--- src/rtl/evf_pkg.sv ---
package evf_pkg;
  localparam int CODE_W = 8;
  localparam int DEV_W  = 24;
  localparam int PROC_W = 20;

  typedef struct packed {
    logic [DEV_W-1:0]  dev;
    logic [PROC_W-1:0] proc;
    logic              pvld;
    logic [DEV_W-1:0]  gctx;
    logic [PROC_W-1:0] asid;
  } ctx_t;

  typedef struct packed {
    logic [CODE_W-1:0] code;
    logic              inhibit;
    logic              idtype;
    logic              pfilt;
    logic              dfilt;
    logic              dmask;
    logic [DEV_W-1:0]  dev_sel;
    logic [PROC_W-1:0] proc_sel;
  } sel_t;
endpackage

--- src/rtl/evf_range_mask.sv ---
module evf_range_mask #(
  parameter int W = 24
) (
  input  logic [W-1:0] id_i,
  input  logic         en_i,
  output logic [W-1:0] mask_o
);
  logic [W-1:0] low_run;

  always_comb begin
    low_run = id_i ^ (id_i + W'(1));
    mask_o  = en_i ? ~low_run : {W{1'b1}};
  end

  // the ignored bits always form one run starting at bit 0
  always_comb begin
    assert_mask_shape_R9: assert ((~mask_o & (~mask_o + W'(1))) == '0);
  end
endmodule

--- src/rtl/evf_counter_match.sv ---
module evf_counter_match
  import evf_pkg::*;
(
  input  logic              clk,
  input  logic              rst,
  input  sel_t              sel_i,
  input  ctx_t              ctx_i,
  input  logic [CODE_W-1:0] code_i,
  output logic              match_o
);
  logic [DEV_W-1:0]  dev_cmp;
  logic [PROC_W-1:0] proc_cmp;
  logic [DEV_W-1:0]  dev_mask;
  logic              code_ok, proc_ok, dev_ok;

  evf_range_mask #(.W(DEV_W)) u_mask (
    .id_i  (sel_i.dev_sel),
    .en_i  (sel_i.dmask),
    .mask_o(dev_mask)
  );

  always_comb begin
    dev_cmp  = sel_i.idtype ? ctx_i.gctx : ctx_i.dev;
    proc_cmp = sel_i.idtype ? ctx_i.asid : ctx_i.proc;
    code_ok  = (code_i != '0) && (code_i == sel_i.code);
    proc_ok  = !sel_i.pfilt || !ctx_i.pvld || (sel_i.proc_sel == proc_cmp);
    dev_ok   = !sel_i.dfilt || (((sel_i.dev_sel ^ dev_cmp) & dev_mask) == '0);
    match_o  = code_ok && !sel_i.inhibit && proc_ok && dev_ok;
  end

  assert_inhibit_R4: assert property (@(posedge clk) disable iff (rst)
    sel_i.inhibit |-> !match_o);
  assert_code_zero_R3: assert property (@(posedge clk) disable iff (rst)
    (code_i == '0) |-> !match_o);
  // unfiltered device side, no valid process ID, code equal -> hit
  assert_open_filters_R7: assert property (@(posedge clk) disable iff (rst)
    (!sel_i.dfilt && !ctx_i.pvld && !sel_i.inhibit && code_i != '0
     && code_i == sel_i.code) |-> match_o);
endmodule

--- src/rtl/evf_filter_top.sv ---
module evf_filter_top
  import evf_pkg::*;
#(
  parameter int NCTR = 4
) (
  input  logic                     clk,
  input  logic                     rst,
  input  logic                     evt_valid,
  input  logic [CODE_W-1:0]        evt_code,
  input  logic [DEV_W-1:0]         ctx_dev_id,
  input  logic [PROC_W-1:0]        ctx_proc_id,
  input  logic                     ctx_proc_vld,
  input  logic [DEV_W-1:0]         ctx_gctx_id,
  input  logic [PROC_W-1:0]        ctx_as_id,
  input  logic [NCTR*CODE_W-1:0]   cfg_code,
  input  logic [NCTR-1:0]          cfg_inhibit,
  input  logic [NCTR-1:0]          cfg_idtype,
  input  logic [NCTR-1:0]          cfg_pfilt,
  input  logic [NCTR-1:0]          cfg_dfilt,
  input  logic [NCTR-1:0]          cfg_dmask,
  input  logic [NCTR*DEV_W-1:0]    cfg_dev_sel,
  input  logic [NCTR*PROC_W-1:0]   cfg_proc_sel,
  output logic                     hit_valid,
  output logic [NCTR-1:0]          hit
);
  ctx_t              ctx_q;
  logic [CODE_W-1:0] code_q;
  logic              vld_q;
  logic [NCTR-1:0]   match_w;

  always_ff @(posedge clk) begin
    if (rst) begin
      vld_q  <= 1'b0;
      code_q <= '0;
      ctx_q  <= '0;
    end else begin
      vld_q <= evt_valid;
      if (evt_valid) begin
        code_q     <= evt_code;
        ctx_q.dev  <= ctx_dev_id;
        ctx_q.proc <= ctx_proc_id;
        ctx_q.pvld <= ctx_proc_vld;
        ctx_q.gctx <= ctx_gctx_id;
        ctx_q.asid <= ctx_as_id;
      end
    end
  end

  for (genvar i = 0; i < NCTR; i++) begin : g_ctr
    sel_t sel;
    always_comb begin
      sel.code     = cfg_code[i*CODE_W +: CODE_W];
      sel.inhibit  = cfg_inhibit[i];
      sel.idtype   = cfg_idtype[i];
      sel.pfilt    = cfg_pfilt[i];
      sel.dfilt    = cfg_dfilt[i];
      sel.dmask    = cfg_dmask[i];
      sel.dev_sel  = cfg_dev_sel[i*DEV_W +: DEV_W];
      sel.proc_sel = cfg_proc_sel[i*PROC_W +: PROC_W];
    end
    evf_counter_match u_match (
      .clk    (clk),
      .rst    (rst),
      .sel_i  (sel),
      .ctx_i  (ctx_q),
      .code_i (code_q),
      .match_o(match_w[i])
    );
  end

  always_ff @(posedge clk) begin
    if (rst) begin
      hit_valid <= 1'b0;
      hit       <= '0;
    end else begin
      hit_valid <= vld_q;
      hit       <= vld_q ? match_w : '0;
    end
  end

  assert_hit_gated_R2: assert property (@(posedge clk) disable iff (rst)
    !hit_valid |-> (hit == '0));
  assert_latency_R2: assert property (@(posedge clk) disable iff (rst)
    hit_valid |-> $past(evt_valid, 2));
endmodule

--- config.mk ---
export PLATFORM = sky130hd
export DESIGN_NAME = evf_filter_top
export DESIGN_NICKNAME = d
export VERILOG_FILES = /design/src/rtl/evf_pkg.sv /design/src/rtl/evf_range_mask.sv /design/src/rtl/evf_counter_match.sv /design/src/rtl/evf_filter_top.sv
export SDC_FILE = /design/constraint.sdc
export NUM_CORES = 1
export LEC_CHECK = 0
export ABC_AREA = 1
export CELL_PAD_IN_SITES_DETAIL_PLACEMENT = 1
export CELL_PAD_IN_SITES_GLOBAL_PLACEMENT = 1
export CORE_UTILIZATION = 31
export CTS_CLUSTER_DIAMETER = 50
export DETAILED_ROUTE_END_ITERATION = 6
export HOLD_SLACK_MARGIN = 0.03
export PLACE_DENSITY = 0.93
export REMOVE_ABC_BUFFERS = 1
export SLEW_MARGIN = 20
export SYNTH_ARGS = -nofsm -noshare
export SYNTH_HDL_FRONTEND = slang
export SYNTH_SLANG_ARGS = --single-unit
--- constraint.sdc ---
create_clock -name clk -period 1.6 [get_ports clk]
set_clock_uncertainty 0.05 [all_clocks]
set_input_delay 0.16 -clock clk [delete_from_list [all_inputs] [get_ports clk]]
set_output_delay 0.16 -clock clk [all_outputs]
set_load 0.05 [all_outputs]
# [Yosys cells after proc, flatten, opt, wreduce, memory -nomap -nowiden]
# Index checks and enable logic that the tools add are counted.
[classes] n_bitwise=17 add_sub_neg=4 reduce_logical=47 n_eq_ne=8 muxes=12
[ops] operator="$mux 24" count=8
[ops] operator="$xor 24x24->24" count=8
[ops] operator="$add 24x1->24 const B" count=4
[ops] operator="$and 24x24->24" count=4
[ops] operator="$logic_not 24->1" count=4
[ops] operator="$not 24->24" count=4
[ops] operator="$eq 20x20->1" count=4
[ops] operator="$mux 20" count=4
[ops] operator="$eq 8x8->1" count=4
[ops] operator="$logic_and 1x1->1" count=16
[ops] operator="$logic_not 1->1" count=13
[ops] operator="$logic_or 1x1->1" count=12
[ops] operator="$reduce_bool 8->1" count=1
[ops] operator="$reduce_or 2->1" count=1
[ops] operator="$not 1->1" count=1
[totals] regBits=103 input_bits=328

# [Logic depth before layout (Yosys ltp)]
[logic_depth] word_depth=8 mapped_depth=14 depth_no_buf=13

# [Cells and area by module]
# From an unflattened synthesis, not the netlist that was laid out.
[unflattened] cells_unflattened=2425 area_unflattened_um2=12361.9
[by_module_without_submodules] mod="evf_counter_match" cells_per_inst=370 seq_area_each_um2=0.0 instances=4 area_each_um2=1690.4
[by_module_without_submodules] mod="evf_filter_top" cells_per_inst=633 seq_area_each_um2=2062.0 instances=1 area_each_um2=4169.0
[by_module_without_submodules] mod="evf_range_mask" cells_per_inst=78 seq_area_each_um2=0.0 instances=4 area_each_um2=357.8

# [Worst setup path before layout]
# No wires, ideal clock.
[synth_timing] path_kind="register -> register" from="register code_q[7]" to="register hit[0]" path_stages_with_launch=10 t_required_ns=1.436 period_less_slack_ns=1.307 t_arrival_ns=1.143 slack_ns=0.293 path_cell_list="dfxtp_1 -> clkbuf_1 -> inv_1 -> nand2_1 -> nor4_2 -> nor3_1 -> nand2_1 -> nor2_1 -> nand2_1 -> a21oi_2"
[synth_via] elab_chain_cells=5
[synth_lines] element="from (decl)" line_no="evf_filter_top.sv:27" text="logic [CODE_W-1:0] code_q;"
[synth_lines] element="from (signal assigned)" line_no="evf_filter_top.sv:39" text="code_q <= evt_code;"
[synth_lines] element="$eq 8x8->1 / $reduce_bool 8->1 (equally long branches)" line_no="evf_counter_match.sv:25" text="code_ok = (code_i != '0) && (code_i == sel_i.code);"
[synth_lines] element="$logic_and 1x1->1 *" line_no="evf_counter_match.sv:25"
[synth_lines] element="$logic_and 1x1->1 * (3 in series)" line_no="evf_counter_match.sv:28" text="match_o = code_ok && !sel_i.inhibit && proc_ok && dev_ok;"
[synth_lines] element="to (signal assigned)" line_no="evf_filter_top.sv:77" text="hit <= vld_q ? match_w : '0;"
[synth_lines] element="to (decl)" line_no="evf_filter_top.sv:24" text="output logic [NCTR-1:0] hit"
# Mark *: on every way between the ends. The rest lies on a longest branch, timed or not.
# A chain may end at the register's enable or synchronous reset.

# [Final worst setup path]
[layout_timing] from="register ctx_q[9] in the netlist's numbering" to="register hit[2]"
[layout_via] elab_chain_cells=5
[layout_lines] element="from (decl)" line_no="evf_filter_top.sv:26" text="ctx_t ctx_q;"
[layout_lines] element="$mux 20" line_no="evf_counter_match.sv:24" text="proc_cmp = sel_i.idtype ? ctx_i.asid : ctx_i.proc;"
[layout_lines] element="$eq 20x20->1" line_no="evf_counter_match.sv:26" text="proc_ok = !sel_i.pfilt || !ctx_i.pvld || (sel_i.proc_sel == proc_cmp);"
[layout_lines] element="$logic_or 1x1->1" line_no="evf_counter_match.sv:26"
[layout_lines] element="$logic_and 1x1->1 (2 in series)" line_no="evf_counter_match.sv:28"
# No other way between the ends.

==> impl_metrics.csv <==
group,metric,value,unit
clock_tree,root_buffer,"clkbuf_16",
placed_design,port_buffers,332,
drt,met3_length,3.02,mm
drt,met1_length,23.1,mm
outcome,status,"finished, final reports clean",
synthesis,avgSynthCellArea,5.22,um2
clock_tree,clock_latency,0.38,ns
finish,area_delta_synth_final,55.9,%
critical_path,path_max_fanout,5,
critical_path,slowest_delay,0.37,ns
drt,firstDrtPassIters,5,
drt,wl_per_cell,18.4,um
clock_tree,h-tree-depth,3,
critical_path,worstPathCellList,"nand2_1, nand3b_1, nand2_1, nand2_1, nor2_2, nand3_2, o21bai_1, nand2_2, a21oi_2",
synthesis,synth_area_leader_cell,"nand2_1",
synthesis,ys_async_sr_fraction,0,%
global_routing,grt_pass1_vias,16900,
pwr,powerDensity,518,mW/mm2
pwr,power,9.00,mW
critical_path,r2r_end,"hit[2]",
floorplanning,core_area,0.0355,mm2
critical_path,cp_common_cell,"nand2_1",
global_routing,grt_max_degree,57,
synthesis,yosysUniqueCellTypes,36,
hold_path,hold_depth,3,
clock_tree,cts_hold_buf,0,
pwr,ir_worst_vdd,389,uV
drt,drt-total-wl,57.2,mm
timing,maxSlewViolCount,0,
global_routing,grt_antenna_before_repair,6,
synthesis,yosys-top-cells-area,"nand2_1, dfxtp_1, nand3b_1",
drt,vias_per_cell,5.17,
global_routing,gr-total-overflow,0,
finish,drive_gt1_share,16.7,%
timing,fmax,0.627,GHz
finish,final_cell_mix,"nand2_1, clkdlybuf4s50_1, buf_4",
synthesis,yosys_warnings,0,
timing,finalHoldViolations,0,
drt,drc,0,
hold_path,hold_path.class,"in2reg",
synthesis,yosysSeqAreaShare,18.5,%
critical_path,worstSetupStartpoint,"ctx_q[9]",
floorplanning,io_pins,333,
synthesis,synthFlopType,"dfxtp_1",
placed_design,dp_hpwl,45.6,mm
timing,min_period_over_period,99.7,%
flow_run,max-cap-violations,0,
floorplanning,dieHeight,192,um
drt,antenna_left,0,
timing,finalSetupViolations,0,
timing,worstMarginPinSlew,0.691,ns
critical_path,cpMaxStageDelayCell,"dfxtp_4",
critical_path,worstPathArrival,1.86,ns
critical_path,end_kind,"register",
drt,met2WireLength,28.8,mm
pwr,power_leakage,8.75,nW
critical_path,r2r_cells,9,
clock_tree,clk_transition_reported_paths,0.08,ns
clock_tree,cts_made_buffers,9,
timing,max_slew_margin,53.9,%
timing,setup-tns-final,0,ns
clock_tree,cts_tree,"yes",
timing,rsz0062_at_grt,"yes",
drt,first_iter_violations,799,
finish,finalNetCount,2963,
clock_tree,clkSinkCount,103,
clock_tree,clock_path_buffers,2,
synthesis,synth-edff-count,0,
timing,finalCriticalPeriod,1.60,ns
critical_path,endpoint,"hit[2]",
placed_design,place.gp.congestion,0.935,
finish,fill_cells,4874,
finish,final_common_cell,"nand2_1",
floorplanning,initial_core_util,31.4,%
floorplanning,rows,69,
global_routing,grt_pass1_wl,85.2,mm
global_routing,track_usage,29.8,%
synthesis,mappedNetlistArea,0.0111,mm2
synthesis,yosysTopAreaCellShare,37.7,%
synthesis,synth_cells,2133,
synthesis,ys_seq_elements,103,
floorplanning,die_x,192,um
critical_path,critPathKind,"reg2reg",
critical_path,regToRegStartpoint,"ctx_q[9]",
critical_path,critPathLaunchType,"register",
critical_path,rrSetupSlack,0.004,ns
critical_path,cp.required,1.87,ns
drt,vias,16000,
drt,highest_layer,"met5",
floorplanning,die_area,0.0367,mm2
## synth_stat cells (all sizes together) (4+ instances only)
cell type and count:
o21ai 56, nand3 113, nor2 189, clkbuf 35
nand4 5, nand2 1122, nand3b 91, a211oi 50
or2 4, o21bai 4, buf 40, dfxtp 103
nor3 10, xnor2 16, o211ai 8, a21oi 60
xor2 36, ha 5, inv 181
## worst min-delay path by stage
stage	startpoint	to
floorplan	rst	code_q[0]
global route	rst	hit_valid
finish	rst	hit_valid
CTS	rst	hit_valid
detailed placement	ctx_q[4]	ctx_q[4]
global placement	ctx_q[49]	ctx_q[49]
## registers in the layout (all words and copies together), names as in the netlist
register and count:
hit_valid 1, ctx_q 89, vld_q 1, hit 4, code_q 8
## what timing repair did
action,CTS,global route
pin swaps,19,47
setup endpoints to repair,4,4
cloned,0,0
resized for setup,98,170
setup buffers,2,5
## layer usage
| layer | global-route usage [%] | up-vias |
|---|---|---|
| li1 | - | 7678 |
| met1 | 34.1 | 7687 |
| met2 | 55.1 | 542 |
| met3 | 3.36 | 138 |
| met4 | 13.6 | 2 |
| met5 | 0 | - |
## worst max-delay path: cells and delay by family, from the launching register on
kind	cells	cell delay, ns
DFF	1	0.37
and+or+nand+nor	7	0.81
AOI/OAI and AO/OA	2	0.32
## metrics by stage
step / std cells / cell area, um2 / util [%] / setup slack (ns) / hold slack (ns)
final: 3101 / 17400 / 49.0 / 0.00407 / 0.0773
after global routing: 3099 / 17400 / 48.9 / -0.0872 / 0.0847
after CTS: 3090 / 16900 / 47.7 / 0.0000440 / 0.0891
after detailed placement: 3073 / 16400 / 46.2 / -0.605 / 0.457
after global placement: 3073 / 16400 / 46.2 / -0.521 / 0.433
after floorplan: 2058 / 10700 / - / -1.09 / 0.179
## layout make-up
| type | instances | area (um2) | area share, % |
|---|---|---|---|
| multi-input combinational | 1773 | 8390 | 48.3 |
| timing repair buffer | 561 | 5280 | 30.4 |
| sequential | 103 | 2130 | 12.3 |
| inverter | 182 | 708 | 4.08 |
| tap | 461 | 577 | 3.32 |
| clock buffer | 12 | 246 | 1.42 |
| clock inverter | 3 | 20.0 | 0.115 |
| antenna | 6 | 15.0 | 0.0864 |
## report_power, final
group	switching (mW)	internal [mW]	total (mW)
Sequential	0.187	2.72	2.91
Combinational	2.03	1.84	3.86
Clock	1.14	1.09	2.23
## cells by family after synthesis
logic type,Yosys count,share of synthesized area [%]
and+or+nand+nor,1536,56.8
buffers and inverters,257,10.4
AOI/OAI and AO/OA,180,9.66
DFF,103,18.5
xor gates and xnor gates,52,4.09
adders and majority gates,5,0.561
Note: power is estimated with default switching activity, not from simulation.
